[src/rtl/spi_port_pkg.sv]
`timescale 1ns/1ps
package spi_port_pkg;
  localparam int WORD_W = 8;

  typedef struct packed {
    logic       irq_en;
    logic       enable;
    logic       lsb_first;
    logic       master;
    logic       cpol;
    logic       cpha;
    logic [1:0] presc;
  } spi_ctrl_t;

  localparam logic [1:0] ADDR_CTRL = 2'd0;
  localparam logic [1:0] ADDR_DATA = 2'd1;
  localparam logic [1:0] ADDR_STAT = 2'd2;
  localparam int         FLAG_BIT  = 7;
endpackage

[src/rtl/spi_port_regs.sv]
`timescale 1ns/1ps
module spi_port_regs
  import spi_port_pkg::*;
(
  input  logic              clk,
  input  logic              rst_n,
  input  logic [1:0]        reg_addr,
  input  logic              reg_wr,
  input  logic [WORD_W-1:0] reg_wdata,
  output logic [WORD_W-1:0] reg_rdata,
  input  logic              serial_int_en,
  input  logic              done,
  input  logic [WORD_W-1:0] rx_word,
  output spi_ctrl_t         ctrl,
  output logic              flag,
  output logic              data_wr,
  output logic              irq
);
  spi_ctrl_t ctrl_q, ctrl_d;
  logic      flag_q, flag_d;
  logic      ctrl_we, stat_we;

  assign ctrl_we = reg_wr && (reg_addr == ADDR_CTRL);
  assign stat_we = reg_wr && (reg_addr == ADDR_STAT);
  assign data_wr = reg_wr && (reg_addr == ADDR_DATA);

  always_comb begin
    ctrl_d = ctrl_q;
    if (ctrl_we) ctrl_d = spi_ctrl_t'(reg_wdata);
    flag_d = flag_q;
    if (stat_we && !reg_wdata[FLAG_BIT]) flag_d = 1'b0;
    if (done) flag_d = 1'b1;
  end

  always_ff @(posedge clk or negedge rst_n) begin
    if (!rst_n) begin
      ctrl_q <= '0;
      flag_q <= 1'b0;
    end else begin
      ctrl_q <= ctrl_d;
      flag_q <= flag_d;
    end
  end

  always_comb begin
    case (reg_addr)
      ADDR_CTRL: reg_rdata = ctrl_q;
      ADDR_DATA: reg_rdata = rx_word;
      ADDR_STAT: reg_rdata = {flag_q, {(WORD_W-1){1'b0}}};
      default:   reg_rdata = '0;
    endcase
  end

  assign ctrl = ctrl_q;
  assign flag = flag_q;
  assign irq  = flag_q & ctrl_q.irq_en & serial_int_en;
endmodule

[src/rtl/spi_port_clkgen.sv]
`timescale 1ns/1ps
module spi_port_clkgen #(
  parameter int DIV0 = 4,
  parameter int DIV1 = 16,
  parameter int DIV2 = 64,
  parameter int DIV3 = 128
) (
  input  logic       clk,
  input  logic       rst_n,
  input  logic       run,
  input  logic       cpol,
  input  logic [1:0] presc,
  output logic       sclk,
  output logic       tick,
  output logic       lead
);
  localparam int HALF_MAX = DIV3 / 2;
  localparam int CNT_W    = (HALF_MAX > 1) ? $clog2(HALF_MAX) : 1;

  logic [CNT_W-1:0] cnt_q, cnt_d, lim;
  logic             sclk_q, sclk_d;

  always_comb begin
    case (presc)
      2'd0:    lim = CNT_W'(DIV0 / 2 - 1);
      2'd1:    lim = CNT_W'(DIV1 / 2 - 1);
      2'd2:    lim = CNT_W'(DIV2 / 2 - 1);
      default: lim = CNT_W'(DIV3 / 2 - 1);
    endcase
  end

  assign tick = run && (cnt_q == lim);
  assign lead = (sclk_q == cpol);

  always_comb begin
    cnt_d  = cnt_q;
    sclk_d = sclk_q;
    if (!run) begin
      cnt_d  = '0;
      sclk_d = cpol;
    end else if (tick) begin
      cnt_d  = '0;
      sclk_d = ~sclk_q;
    end else begin
      cnt_d  = cnt_q + 1'b1;
    end
  end

  always_ff @(posedge clk or negedge rst_n) begin
    if (!rst_n) begin
      cnt_q  <= '0;
      sclk_q <= 1'b0;
    end else begin
      cnt_q  <= cnt_d;
      sclk_q <= sclk_d;
    end
  end

  assign sclk = sclk_q;
endmodule

[src/rtl/spi_port_slvsync.sv]
`timescale 1ns/1ps
module spi_port_slvsync #(
  parameter int STAGES = 2
) (
  input  logic clk,
  input  logic rst_n,
  input  logic sclk_i,
  input  logic ss_n_i,
  input  logic cpol,
  output logic ev,
  output logic lead,
  output logic ss_act
);
  logic [STAGES-1:0] sclk_pipe, ss_pipe;
  logic              sclk_prev;

  always_ff @(posedge clk or negedge rst_n) begin
    if (!rst_n) begin
      sclk_pipe <= '0;
      ss_pipe   <= '1;
      sclk_prev <= 1'b0;
    end else begin
      sclk_pipe <= {sclk_pipe[STAGES-2:0], sclk_i};
      ss_pipe   <= {ss_pipe[STAGES-2:0], ss_n_i};
      sclk_prev <= sclk_pipe[STAGES-1];
    end
  end

  assign ss_act = !ss_pipe[STAGES-1];
  assign ev     = ss_act && (sclk_pipe[STAGES-1] != sclk_prev);
  assign lead   = (sclk_prev == cpol);
endmodule

[src/rtl/spi_port_shift.sv]
`timescale 1ns/1ps
module spi_port_shift
  import spi_port_pkg::*;
(
  input  logic              clk,
  input  logic              rst_n,
  input  logic              enable,
  input  logic              master,
  input  logic              lsb_first,
  input  logic              cpha,
  input  logic              slave_sel,
  input  logic              load,
  input  logic [WORD_W-1:0] load_word,
  input  logic              ev,
  input  logic              ev_lead,
  input  logic              in_bit,
  output logic              out_bit,
  output logic              active,
  output logic              done,
  output logic [WORD_W-1:0] rx_word
);
  localparam int EDGES  = 2 * WORD_W;
  localparam int EDGE_W = $clog2(EDGES);

  logic [WORD_W-1:0] tx_q, tx_d, rx_q, rx_d, hold_q, hold_d, rx_in, tx_adv;
  logic [EDGE_W-1:0] cnt_q, cnt_d;
  logic              act_q, act_d;
  logic              sample, shift, last, abort, can_load;

  assign sample   = ev && (ev_lead ^ cpha);
  assign shift    = ev && !(ev_lead ^ cpha) && !(cpha && (cnt_q == '0));
  assign last     = ev && (cnt_q == EDGE_W'(EDGES - 1));
  assign abort    = !enable || (!master && !slave_sel);
  assign can_load = load && enable && !act_q;

  assign rx_in  = lsb_first ? {in_bit, rx_q[WORD_W-1:1]} : {rx_q[WORD_W-2:0], in_bit};
  assign tx_adv = lsb_first ? {1'b0, tx_q[WORD_W-1:1]}   : {tx_q[WORD_W-2:0], 1'b0};

  always_comb begin
    tx_d   = tx_q;
    rx_d   = rx_q;
    hold_d = hold_q;
    cnt_d  = cnt_q;
    act_d  = act_q;
    done   = 1'b0;
    if (abort) begin
      cnt_d = '0;
      act_d = 1'b0;
    end else if (ev) begin
      cnt_d = last ? '0 : cnt_q + 1'b1;
      act_d = !last;
      if (sample) rx_d = rx_in;
      if (shift)  tx_d = tx_adv;
      if (last) begin
        hold_d = sample ? rx_in : rx_q;
        done   = 1'b1;
      end
    end
    if (can_load && !ev) begin
      tx_d  = load_word;
      cnt_d = '0;
      if (master) act_d = 1'b1;
    end
  end

  always_ff @(posedge clk or negedge rst_n) begin
    if (!rst_n) begin
      tx_q   <= '0;
      rx_q   <= '0;
      hold_q <= '0;
      cnt_q  <= '0;
      act_q  <= 1'b0;
    end else begin
      tx_q   <= tx_d;
      rx_q   <= rx_d;
      hold_q <= hold_d;
      cnt_q  <= cnt_d;
      act_q  <= act_d;
    end
  end

  assign out_bit = lsb_first ? tx_q[0] : tx_q[WORD_W-1];
  assign active  = act_q;
  assign rx_word = hold_q;
endmodule

[src/rtl/spi_port.sv]
`timescale 1ns/1ps
module spi_port
  import spi_port_pkg::*;
#(
  parameter int DIV0        = 4,
  parameter int DIV1        = 16,
  parameter int DIV2        = 64,
  parameter int DIV3        = 128,
  parameter int SYNC_STAGES = 2
) (
  input  logic       clk,
  input  logic       rst_n,
  input  logic [1:0] reg_addr,
  input  logic       reg_wr,
  input  logic [7:0] reg_wdata,
  output logic [7:0] reg_rdata,
  input  logic       serial_int_en,
  output logic       irq,
  output logic       sclk_o,
  output logic       sclk_oe,
  input  logic       sclk_i,
  output logic       mosi_o,
  output logic       mosi_oe,
  input  logic       mosi_i,
  output logic       miso_o,
  output logic       miso_oe,
  input  logic       miso_i,
  input  logic       ss_n_i
);
  logic [1:0]        rst_pipe;
  logic              rst_sync_n;
  spi_ctrl_t         ctrl;
  logic              flag, data_wr, done, active, run;
  logic              m_tick, m_lead, s_ev, s_lead, s_ss_act;
  logic              ev, ev_lead, in_bit, out_bit;
  logic [WORD_W-1:0] rx_word;

  always_ff @(posedge clk or negedge rst_n) begin
    if (!rst_n) rst_pipe <= '0;
    else        rst_pipe <= {rst_pipe[0], 1'b1};
  end
  assign rst_sync_n = rst_pipe[1];

  spi_port_regs u_regs (
    .clk(clk), .rst_n(rst_sync_n), .reg_addr(reg_addr), .reg_wr(reg_wr),
    .reg_wdata(reg_wdata), .reg_rdata(reg_rdata), .serial_int_en(serial_int_en),
    .done(done), .rx_word(rx_word), .ctrl(ctrl), .flag(flag),
    .data_wr(data_wr), .irq(irq)
  );

  assign run = active && ctrl.master && ctrl.enable;

  spi_port_clkgen #(.DIV0(DIV0), .DIV1(DIV1), .DIV2(DIV2), .DIV3(DIV3)) u_clkgen (
    .clk(clk), .rst_n(rst_sync_n), .run(run), .cpol(ctrl.cpol),
    .presc(ctrl.presc), .sclk(sclk_o), .tick(m_tick), .lead(m_lead)
  );

  spi_port_slvsync #(.STAGES(SYNC_STAGES)) u_slvsync (
    .clk(clk), .rst_n(rst_sync_n), .sclk_i(sclk_i), .ss_n_i(ss_n_i),
    .cpol(ctrl.cpol), .ev(s_ev), .lead(s_lead), .ss_act(s_ss_act)
  );

  assign ev      = ctrl.master ? m_tick : s_ev;
  assign ev_lead = ctrl.master ? m_lead : s_lead;
  assign in_bit  = ctrl.master ? miso_i : mosi_i;

  spi_port_shift u_shift (
    .clk(clk), .rst_n(rst_sync_n), .enable(ctrl.enable), .master(ctrl.master),
    .lsb_first(ctrl.lsb_first), .cpha(ctrl.cpha), .slave_sel(s_ss_act),
    .load(data_wr), .load_word(reg_wdata), .ev(ev), .ev_lead(ev_lead),
    .in_bit(in_bit), .out_bit(out_bit), .active(active), .done(done),
    .rx_word(rx_word)
  );

  assign sclk_oe = ctrl.enable && ctrl.master;
  assign mosi_oe = ctrl.enable && ctrl.master;
  assign mosi_o  = out_bit;
  assign miso_o  = out_bit;
  assign miso_oe = ctrl.enable && !ctrl.master && s_ss_act;
endmodule

[config.mk]
export PLATFORM = sky130hd
export DESIGN_NAME = spi_port
export DESIGN_NICKNAME = d
export VERILOG_FILES = /design/src/rtl/spi_port_pkg.sv /design/src/rtl/spi_port_regs.sv /design/src/rtl/spi_port_clkgen.sv /design/src/rtl/spi_port_slvsync.sv /design/src/rtl/spi_port_shift.sv /design/src/rtl/spi_port.sv
export SDC_FILE = /design/constraint.sdc
export NUM_CORES = 1
export LEC_CHECK = 0
export ABC_AREA = 1
export BUFFER_PORTS_ARGS = -buffer_cell sky130_fd_sc_hd__buf_4
export CAP_MARGIN = 20
export CORE_ASPECT_RATIO = 1.25
export CORE_MARGIN = 3
export CORE_UTILIZATION = 45
export CTS_CLUSTER_SIZE = 10
export DETAILED_ROUTE_END_ITERATION = 8
export GPL_TIMING_DRIVEN = 1
export SETUP_SLACK_MARGIN = 0.1
export SLEW_MARGIN = 20
export SYNTH_ARGS = -nofsm -noshare
export SYNTH_HDL_FRONTEND = slang
export SYNTH_SLANG_ARGS = --single-unit
[constraint.sdc]
create_clock -name clk -period 2.2 [get_ports clk]
set_input_delay 0.11 -clock clk [delete_from_list [all_inputs] [get_ports clk]]
set_output_delay 0.11 -clock clk [all_outputs]
set_load 0.01 [all_outputs]
==> Word level (Yosys, flattened, before mapping) <==
Cells that the tools add are included.
{ "word_totals": {"reg_bits": 52, "input_bits": 18, "out_inout_bits": 15, "wordCells": 107} }
{ "op_classes": {"n_addsub": 2, "n_eq_ne": 11, "mux": 30, "n_bitwise": 5, "reduce_logical": 40} }
{ "op_table": {"columns": ["operator", "n"], "rows": [
  ["$mux W8", 7],
  ["$pmux W8 S3", 1],
  ["$logic_and A1 B1 Y1", 20],
  ["$pmux W6 S3", 1],
  ["$mux W4", 4],
  ["$mux W1", 15],
  ["$mux W6", 2],
  ["$logic_not A1 Y1", 9],
  ["$add A6 B1 Y6 const B", 1],
  ["$eq A6 B6 Y1", 1],
  ["$reduce_and A3 Y1", 2],
  ["$reduce_bool A2 Y1", 3],
  ["$add A4 B1 Y4 const B", 1],
  ["$eq A2 B1 Y1 const B", 2],
  ["$eq A2 B2 Y1 const B", 2],
  ["$eq A4 B4 Y1 const B", 1],
  ["$logic_not A2 Y1", 2],
  ["$logic_not A4 Y1", 1],
  ["$ne A2 B2 Y1 const B", 2],
  ["$reduce_bool A3 Y1", 1],
  ["$and A1 B1 Y1", 2],
  ["$eq A1 B1 Y1", 2],
  ["$not A1 Y1", 2],
  ["$reduce_and A2 Y1", 1],
  ["3 further kinds", 3]
]} }

==> Longest topological paths before layout <==
{ "logic_depth": {"ltp_word": 11, "depth_mapped": 13, "mapped_depth_nobuf": 13} }

==> By module <==
From an unflattened synthesis, not the netlist that was laid out.
{ "hier_totals": {"cells_unflattened": 414, "area_unflattened_um2": 2915.3} }
{ "by_module_without_submodules": {"columns": ["mod", "instances", "cells_per_inst", "area_per_inst_um2", "seq_area_each_um2"], "rows": [
  ["spi_port_shift", 1, 247, 1676.6, 725.7],
  ["spi_port_regs", 1, 74, 505.5, 225.2],
  ["spi_port_clkgen", 1, 61, 449.2, 175.2],
  ["spi_port_slvsync", 1, 11, 155.1, 127.6],
  ["spi_port", 1, 21, 128.9, 50.0]
]} }

==> Least setup slack after synthesis <==
No wires, ideal clock.
{ "synth_path": {"kind": "reg2reg", "from": "register u_regs.ctrl_q, in the netlist u_regs.ctrl[4]", "to": "register u_shift.tx_q[4]", "setup_time_ns": 0.117, "arrival_time_ns": 1.423, "required_ns": 2.083, "slack_ns": 0.659, "path_stages_with_launch": 11, "n_path_buf": 2, "period_less_slack_ns": 1.541, "path_cell_list": "dfrtp_1 > clkbuf_2 > nand2_1 > o21ai_2 > xnor2_2 > nor2_1 > nand2_1 > buf_4 > nand2_1 > nand3_1 > nand2_1"} }
{ "synth_between": {"elab_chain_len": 8, "word_cells_on_any_way": 19, "classes_between": "1 x eq/ne; 3 x mux; 1 x bitwise; 14 x reduce/logical"} }
{ "synth_rtl": {"columns": ["item", "line_no", "source"], "rows": [
  ["start, declared", "spi_port_regs.sv:19", "spi_ctrl_t ctrl_q, ctrl_d;"],
  ["start signal, assigned", "spi_port_regs.sv:40", "ctrl_q <= ctrl_d;"],
  ["$logic_and A1 B1 Y1 (2 in a row)", "spi_port.sv:51", "assign run = active && ctrl.master && ctrl.enable;"],
  ["$logic_and A1 B1 Y1", "spi_port_clkgen.sv:32", "assign tick = run && (cnt_q == lim);"],
  ["$mux W1", "spi_port.sv:63", "assign ev = ctrl.master ? m_tick : s_ev;"],
  ["$logic_not A1 Y1 / $logic_and A1 B1 Y1 (equally long branches)", "spi_port_shift.sv:59, spi_port_shift.sv:31", null],
  ["$logic_and A1 B1 Y1 (on tied branches)", "spi_port_shift.sv:59, spi_port_shift.sv:31", null],
  ["$ne A2 B2 Y1 (no line) / $reduce_bool A2 Y1 (equally long branches)", null, null],
  ["$reduce_and A3 Y1 (no line)", null, null],
  ["end signal, assigned", "spi_port_shift.sv:74", "tx_q <= tx_d;"],
  ["end, declared", "spi_port_shift.sv:25", "logic [WORD_W-1:0] tx_q, tx_d, rx_q, rx_d, hold_q, hold_d, rx_in, tx_adv;"]
]} }
Parallel ways exist; a longest one is shown, timed or not.
A chain may end at the register's enable or synchronous reset.

==> Final worst setup path <==
{ "layout_path": {"from": "register u_regs.ctrl_q, in the netlist u_regs.ctrl[4]", "to": "register u_shift.hold_q[7], in the netlist u_shift.rx_word[7]"} }
{ "layout_between": {"elab_chain_len": 6, "word_cells_on_any_way": 16, "classes_between": "5 x mux; 2 x bitwise; 9 x reduce/logical"} }
{ "layout_rtl": {"columns": ["item", "line_no", "source"], "rows": [
  ["$logic_and A1 B1 Y1 (2 in a row)", "spi_port.sv:51", null],
  ["$logic_and A1 B1 Y1", "spi_port_clkgen.sv:32", null],
  ["$mux W1", "spi_port.sv:63", null],
  ["$logic_and A1 B1 Y1 (on tied branches)", "spi_port_shift.sv:32, spi_port_shift.sv:30", null],
  ["$reduce_and A3 Y1 (no line) / $mux W8 (equally long branches)", null, null],
  ["end signal, assigned", "spi_port_shift.sv:76", "hold_q <= hold_d;"],
  ["end, declared", "spi_port_shift.sv:25", null]
]} }
Parallel ways exist; a longest one is shown, timed or not.

==> flow_metrics.tcl <==
set metrics [dict create \
    die_area_mm2 0.00735 \
    ios 33 \
    crit_type "reg2reg" \
    critical-path-top-delay-family "simple AND/OR/NAND/NOR gates" \
    crit_top_cell "nand2_1" \
    via_per_inst 4.98 \
    yosys_warnings 0 \
    synth_seq_cells 52 \
    fin_cells 488 \
    grt_antenna_before_repair 0 \
    hpwl_um 5010 \
    grt_remaining_overflow 0 \
    clock_sinks 52 \
    whs_ns 0.0517 \
    n_antenna_cell 0 \
    max-slew-margin-rel 0.644 \
    antenna_left 0 \
    multi_input_area_mm2 0.00133 \
    drc 0 \
    skew_ns 0.00256 \
    start_util 0.479 \
    min_delay_path_depth 2 \
    tritoncts "done" \
    crit_arrival_ns 2.09 \
    post-route-period-util 0.857 \
    critPathSlowestCell "dfrtp_1" \
    wl_per_cell_um 13.3 \
    dp.cells 477 \
    fmax_ghz 0.530 \
    drtPass1Iterations 4 \
    numCtsBuffers 5 \
    avgSynthCellArea_um2 7.71 \
    slew_violations 0 \
    grt_pass1_wl_um 11100 \
    worst_slew_pin_slew_ns 0.534 \
    final_hold_viol_count 0 \
    fill_cells 619 \
    vias 2431 \
    grt_pass1_vias 2371 \
    vdd_drop_max_mv 0.442 \
    ys_seq_area_frac 0.456 \
    fin_util 0.554 \
    ys_types 38 \
    rsz0062_at_grt "true" \
    fin_nets 426 \
    die_x_um 77.3 \
    holdCritPathClass "in2reg" \
    cp_max_fo 14 \
    crit_required_ns 2.40 \
    worstSetupStartpointType "flip-flop" \
    cap_violations 0 \
    routabilityCongestion 0.867 \
    finalSetupViolCount 0 \
    path_cells "nand2_1 -> nor2_4 -> nand3_4 -> nand2_8 -> nand2_4 -> inv_4 -> nand2_2 -> nand2_1 -> nand2_1" \
    cts_buffer_depth 2 \
    layout_common_cells "133 x nand2_1, 48 x dfrtp_1, 45 x nand3_1, 42 x inv_1, 34 x buf_4" \
    cts_setup_buffers 0 \
    cts_root_buf "clkbuf_8" \
    port_buffers 32 \
    wl_um 6510 \
    core_mm2 0.00597 \
    final.setup.tns_ns 0 \
    rr_worst_depth 9 \
    leakagePower_uw 0.00174 \
    setup_slack_ns 0.315 \
    h-tree-depth 2 \
    area.sequential_mm2 0.00131 \
    die_h_um 95.1 \
    syn_area_mm2 0.00286 \
    synthesis.nets 392 \
    fin_crit_ns 1.89 \
    drive_above_1_share 0.160 \
    end_kind "flip-flop" \
    clkLatencyLatePin_ns 0.31 \
    path_depth 9 \
    synthCells 371 \
    critPathMaxStageDelay_ns 0.49 \
    status "complete, no violations" \
    drt-initial-drc-count 153 \
    clkTransAtPathRegs_ns 0.09 \
    p_per_area_mw_per_mm2 806 \
    area_growth_pct 15.7 \
    place_ws_ns 0.215 \
    grt_use_total 0.190 \
    grt_max_degree 29 \
    final_common_cell "nand2_1" \
    rows 31 \
    cp.buffers_inverters 1 \
]
## stage by stage
| step | instance area (um2) | total power [uW] |
|---|---|---|
| 3_3_place_gp | 3170 | 2110 |
| 3_5_place_dp | 3170 | 2120 |
| 4_1_cts | 3290 | 2680 |
| 6_report | 3310 | 2670 |
| 2_1_floorplan | 2860 | 1870 |
| 5_1_grt | 3310 | 2870 |
## registers in the layout, summed over array words and instances (netlist names)
register	cells
u_regs.ctrl	8
u_slvsync.sclk_pipe	2
u_slvsync.sclk_prev	1
u_shift.cnt_q	4
u_shift.active	1
u_clkgen.cnt_q	6
u_clkgen.sclk	1
u_shift.tx_q	8
u_slvsync.ss_pipe	2
u_shift.rx_word	8
u_regs.flag	1
u_shift.rx_q	8
rst_pipe	2
## worst paths after layout
kind | slack, ns | to | startpoint
worst min-delay path | 0.05 | u_regs.ctrl[2] | reg_wdata[2]
worst max-delay path | 0.31 | u_shift.rx_word[7] | u_regs.ctrl[4]
worst max register to register | 0.31 | u_shift.rx_word[7] | u_regs.ctrl[4]
min in group asynchronous | 0.11 | rst_pipe[1] | rst_n
max in group asynchronous | 1.35 | u_slvsync.ss_pipe[1] | rst_pipe[1]
worst min register to register | 0.25 | u_shift.tx_q[2] | rst_pipe[1]
## synth_stat cells (all sizes together)
| cell type | number | share of area |
|---|---|---|
| a21oi | 2 | 0.0035 |
| inv | 44 | 0.058 |
| mux2 | 1 | 0.0039 |
| and3 | 1 | 0.0022 |
| dfstp | 2 | 0.018 |
| nor3 | 2 | 0.0035 |
| nand4 | 7 | 0.015 |
| dfrtp | 50 | 0.44 |
| o22ai | 1 | 0.0022 |
| o211ai | 1 | 0.0026 |
| o21ai | 28 | 0.052 |
| nand2 | 139 | 0.19 |
| nor2 | 16 | 0.030 |
| a22o | 2 | 0.0061 |
| ha | 3 | 0.013 |
| mux2i | 4 | 0.014 |
| xnor2 | 3 | 0.012 |
| xor2 | 3 | 0.0092 |
| nand3 | 47 | 0.088 |
| conb | 1 | 0.0013 |
| buf | 6 | 0.017 |
| clkbuf | 5 | 0.0070 |
| o311ai | 1 | 0.0031 |
| nor4 | 2 | 0.0096 |
## cell families (layout without fill, tap and decap cells)
| family | Yosys count | in the layout | synth area share |
|---|---|---|---|
| buf+inv | 55 | 90 | 0.0818 |
| xor+xnor | 6 | 6 | 0.0210 |
| mux | 5 | 5 | 0.0179 |
| flops | 52 | 52 | 0.456 |
| simple gates | 214 | 214 | 0.340 |
| other cells | 1 | 1 | 0.00131 |
| compound gates | 35 | 35 | 0.0692 |
| fa+ha+maj | 3 | 3 | 0.0131 |
## where the power goes
group / internal (uW) / total (uW) / leakage (uW) / switching [uW]
clock: 252 / 562 / 0.0000510 / 310
sequential: 1130 / 1310 / 0.000664 / 174
combinational: 325 / 800 / 0.00103 / 475
## final cells by class
type                    instances  share of cell area
multi-input cells             264               0.403
flip-flops and latches         52               0.395
repair buffers                 38              0.0923
inverters                      44              0.0507
well taps                      82              0.0310
clock buffers                   6              0.0250
clock inverters                 2             0.00303
## per-layer routing
metal	wire length, um	share of wire	vias up	global-route usage
li1	-	-	1254	-
met2	3010	0.46	55	0.318
met4	104	0.016	0	0.0638
met3	335	0.051	8	0.0369
met5	0	0	-	0
met1	3060	0.47	1114	0.247
## worst register-to-register path, stage by stage (launching register included)
cell     delay [ns]
dfrtp_1        0.49
nand2_1        0.20
nor2_4         0.17
nand3_4        0.17
nand2_8        0.16
nand2_4        0.15
inv_4          0.16
nand2_2        0.13
nand2_1        0.10
nand2_1        0.05
## timing repair
item | CTS | global route
hold buffers | 3 | 0
endpoints found under the setup margin | 0 | 17
endpoints found under the hold margin | 4 | 0
resized for setup | 0 | 4
Power figures use the tool's default switching activity.
